==> src/rtl/csla_pkg.sv <==
package csla_pkg;
  localparam int NGRP = 5;

  function automatic int grp_width(input int g);
    case (g)
      0:       return 2;
      1:       return 2;
      2:       return 3;
      3:       return 4;
      default: return 5;
    endcase
  endfunction

  function automatic int grp_lsb(input int g);
    int acc;
    acc = 0;
    for (int k = 0; k < g; k++) acc += grp_width(k);
    return acc;
  endfunction
endpackage

==> src/rtl/csla_rca0.sv <==
// Ripple-carry slice with no carry input: half adder in the lowest stage.
module csla_rca0 #(
  parameter int W = 4
) (
  input  logic [W-1:0] a_i,
  input  logic [W-1:0] b_i,
  output logic [W-1:0] sum_o,
  output logic         cout_o
);
  logic [W:1] cy;

  for (genvar i = 0; i < W; i++) begin : g_bit
    if (i == 0) begin : g_half
      assign sum_o[i] = a_i[i] ^ b_i[i];
      assign cy[i+1]  = a_i[i] & b_i[i];
    end else begin : g_full
      assign sum_o[i] = a_i[i] ^ b_i[i] ^ cy[i];
      assign cy[i+1]  = (a_i[i] & b_i[i]) | (cy[i] & (a_i[i] ^ b_i[i]));
    end
  end

  assign cout_o = cy[W];
endmodule

==> src/rtl/csla_bec.sv <==
// Increment converter: turns a carry-zero slice result into its carry-one form.
module csla_bec #(
  parameter int W = 4
) (
  input  logic [W-1:0] s0_i,
  input  logic         c0_i,
  output logic [W-1:0] s1_o,
  output logic         c1_o
);
  for (genvar i = 0; i < W; i++) begin : g_bit
    if (i == 0) begin : g_lsb
      assign s1_o[i] = ~s0_i[i];
    end else begin : g_up
      assign s1_o[i] = s0_i[i] ^ (&s0_i[i-1:0]);
    end
  end

  assign c1_o = c0_i | (&s0_i);

  // the converted value is exactly the carry-zero value plus one
  always_comb begin
    p_plus_one_r6: assert ({c1_o, s1_o} == ({c0_i, s0_i} + (W+1)'(1)))
      else $error("R6 increment converter mismatch");
  end
endmodule

==> src/rtl/csla_group.sv <==
// One selected slice: carry-zero ripple chain, increment converter, output select.
module csla_group #(
  parameter int W = 4
) (
  input  logic [W-1:0] a_i,
  input  logic [W-1:0] b_i,
  input  logic         cin_i,
  output logic [W-1:0] sum_o,
  output logic         cout_o
);
  logic [W-1:0] s_zero, s_one;
  logic         c_zero, c_one;

  csla_rca0 #(.W(W)) u_rca (
    .a_i   (a_i),
    .b_i   (b_i),
    .sum_o (s_zero),
    .cout_o(c_zero)
  );

  csla_bec #(.W(W)) u_bec (
    .s0_i(s_zero),
    .c0_i(c_zero),
    .s1_o(s_one),
    .c1_o(c_one)
  );

  assign sum_o  = cin_i ? s_one : s_zero;
  assign cout_o = cin_i ? c_one : c_zero;

  // selected slice equals operands plus the real carry from below
  always_comb begin
    p_slice_sum_r7: assert ({cout_o, sum_o} ==
                            ({1'b0, a_i} + {1'b0, b_i} + {{W{1'b0}}, cin_i}))
      else $error("R7 slice select mismatch");
  end
endmodule

==> src/rtl/csla_add16.sv <==
module csla_add16
  import csla_pkg::*;
#(
  parameter int WIDTH = 16
) (
  input  logic [WIDTH-1:0] a_i,
  input  logic [WIDTH-1:0] b_i,
  output logic [WIDTH:0]   sum_o
);
  logic [NGRP:1] gcy;

  for (genvar g = 0; g < NGRP; g++) begin : g_slice
    localparam int GW = grp_width(g);
    localparam int LO = grp_lsb(g);
    if (g == 0) begin : g_base
      csla_rca0 #(.W(GW)) u_base (
        .a_i   (a_i[LO +: GW]),
        .b_i   (b_i[LO +: GW]),
        .sum_o (sum_o[LO +: GW]),
        .cout_o(gcy[g+1])
      );
    end else begin : g_sel
      csla_group #(.W(GW)) u_grp (
        .a_i   (a_i[LO +: GW]),
        .b_i   (b_i[LO +: GW]),
        .cin_i (gcy[g]),
        .sum_o (sum_o[LO +: GW]),
        .cout_o(gcy[g+1])
      );
    end
  end

  assign sum_o[WIDTH] = gcy[NGRP];

  // the full result, including carry-out, is the arithmetic sum
  always_comb begin
    p_exact_sum_r1: assert (sum_o == ({1'b0, a_i} + {1'b0, b_i}))
      else $error("R1 result mismatch");
    p_carry_out_r2: assert (sum_o[WIDTH] == ((32'(a_i) + 32'(b_i)) >= (32'd1 << WIDTH)))
      else $error("R2 carry-out mismatch");
  end
endmodule

==> config.mk <==
export PLATFORM = sky130hd
export DESIGN_NAME = csla_add16
export DESIGN_NICKNAME = d
export VERILOG_FILES = /design/src/rtl/csla_pkg.sv /design/src/rtl/csla_rca0.sv /design/src/rtl/csla_bec.sv /design/src/rtl/csla_group.sv /design/src/rtl/csla_add16.sv
export SDC_FILE = /design/constraint.sdc
export NUM_CORES = 1
export LEC_CHECK = 0
export BUFFER_PORTS_ARGS = -buffer_cell sky130_fd_sc_hd__buf_2
export CORE_MARGIN = 5
export CORE_UTILIZATION = 42
export DETAILED_ROUTE_END_ITERATION = 16
export PLACE_DENSITY = 0.82
export SLEW_MARGIN = 20
export SYNTH_ARGS = -nofsm -noshare
export SYNTH_HDL_FRONTEND = slang
export SYNTH_HIERARCHICAL = 1
export SYNTH_SLANG_ARGS = --single-unit
==> constraint.sdc <==
create_clock -name vclk -period 3
set_input_delay 0.3 -clock vclk [all_inputs]
set_output_delay 0.3 -clock vclk [all_outputs]
set_load 0.03 [all_outputs]
==> results.md <==
* Outcome: finished with violations
* Failing checks: setup timing
* HPWL after detailed placement at ~1.8 mm
* Routed Antenna Nets at 0
* Vias in the first global route at 943
* Register area share after synthesis at 0%
* Most used cell along the critical path: mux2_4
* Worst Path Required at 2.70 ns
* Layout cells sized above 1 at ~58%
* Syn_nets at roughly 150
* GRT Total Usage at ~17%
* Drt wl/cell at 12.1 microns
* Hold buffer count at CTS at 0
* Placed Cells at roughly 170
* Synth Area in Adders at a little under half
* Setup crit start kind: input port
* Setup slack after layout at -0.156 ns
* Xor-xnor portion of the synthesized cell area at 2.12%
* Post-synthesis average cell area at 9.18 sq um
* Crit-path leading delay family: multiplexers
* Full die area at 2950 sq um
* Post-synthesis mux area share at a little over a quarter
* Hold Fails Final Rpt at 0
* I/O pin count at 49
* Final setup viols at 7
* Via/cell ratio at 4.51
* Die outline height at approximately 54 microns
* Antenna cells at 0
* Final net count at 211
* Leakage at 0.822 nW
* Synth area leader: fa_1
* PwrDens at slightly above 400 nW/um^2
* Final setup TNS at -1.05 ns
* Worst-path fanout max at 6
* Hold WC Path Type: input port to output port
* Mapped Cells at 90
* Setup CP Type: input port to output port
* Period utilization at 105%
* FP Rows at 16
* GP Congestion at a little under 0.7
* Grt total ovfl at 0
* Max_slew headroom at between 80% and 90%
* FF+latch area at 0 sq um
* Largest net degree at the start of global routing at 7
* Worst setup EP type: output port
* Post-layout minimum cycle time at between 3 and 4 ns
* Unrepaired setup endpoints after global routing: yes
* Crit path from: b_i[2]
* Synth Area in Simple Gates at around 3.2%
* First-pass GRT wire length at 3.75 mm
* Post-route non-filler standard cell count at 180
* VDD IR max at approximately 0.37 mV
* Port Buf Inserts at 49
* Critical-path top delay cell: fa_1
* Count of pins over their slew limit at 0
* Crit path cell chain: buf_8, ha_4, inv_2, fa_1, inv_2, ha_4, or2_1, mux2_4, mux2_4, mux2_4, mux2_4, buf_6
* Vias at 811
* Fmax at 0.317 GHz
* Compound-Gate Fraction of Synth Area at around 1.1%
* # DRC at 0
* First-iteration detailed-routing DRC count at 3
* Commonest non-fill, non-tap cells in the layout: inv_1 (36), buf_2 (36), buf_4 (16)
* Post-layout util at between 60% and 70%
* Core footprint at 1920 sq um
* Area growth from synthesis to layout at 61.2%
* Yosys warns at 6
* DRT Wirelength at about 2.2 mm
* Initial Utilization at 43.0%
* Arr. time, crit path at between 2 and 3 ns
* Detailed Routing Iterations Pass 1 at 2
* Hold wc startpoint: b_i[0]
* Die X at 54.3 microns
* Buf/Inv on CP at 4
* Synth top area cells: fa_1 (27%), ha_1 (20%), inv_1 (18%)
* # clk buffers at 0
* Cell area after synthesis at ~830 sq um
* Pre-CTS setup slack at -0.216 ns
* Synth unique cells at 11
* Initial antenna violation count at 0
* Worst slew pin tran at 0.161 ns
* Yosys top cell area share at a little over a quarter
* Worst path max stage delay at a little over 0.5 ns
* Number of max-cap violations at 0
* Flip-flop and latch count at 0
* Main combinational cell family by area after synthesis: adder cells
[where the power goes]
| part | internal [mW] | switching, mW |
|---|---|---|
| sequential | 0 | 0 |
| combinational | 0.271 | 0.268 |
| clock | 0 | 0 |
[worst paths after layout]
kind | cells after the start | end
hold / removal | 3 | sum_o[0]
setup / recovery | 12 | sum_o[11]
[synth_stat cells]
cell and instances:
mux2_4 6, and3_2 1, xor2_1 2, buf_4 1, or2_1 3, ha_1 13
mux2_2 12, buf_6 1, a31o_1 1, fa_1 11, inv_1 39
[cell families after synthesis]
family	after synthesis
multiplexers	18
AND/OR/NAND/NOR	4
buffers and inverters	41
AO/OA/AOI/OAI	1
adder cells (fa/ha/maj)	24
XOR/XNOR	2
[per-layer routing]
metal  vias up  GRT usage [%]  wire [microns]
li1        390              -               -
met1       374           15.6             702
met2        41           38.8            1230
met3         6           1.09             189
met4         0           4.15              56
met5         -              0               0
[metrics by stage]
stage	area [sq um]	hold slack, ns	total power [mW]
6_report	1330	0.964	0.540
4_1_cts	1290	0.968	0.510
3_5_place_dp	1150	0.967	0.435
5_1_grt	1330	0.976	0.586
2_1_floorplan	856	0.859	0.323
3_3_place_gp	1150	0.960	0.419
[timing repair]
| action | in CTS | in global routing |
|---|---|---|
| resized for setup | 17 | 16 |
| gates cloned | 0 | 0 |
| pin swaps | 2 | 0 |
| endpoints found under the setup margin | 6 | 11 |
| hold endpoints to repair | 0 | 0 |
| buffers inserted | 11 | 1 |
[layout make-up]
type / instances / area (sq um)
Fill cell: 152 / 591
Inverter: 39 / 146
Multi-Input combinational cell: 49 / 701
Tap cell: 27 / 33.8
Timing Repair Buffer: 65 / 450
Note: power is estimated with default switching activity, not from simulation.
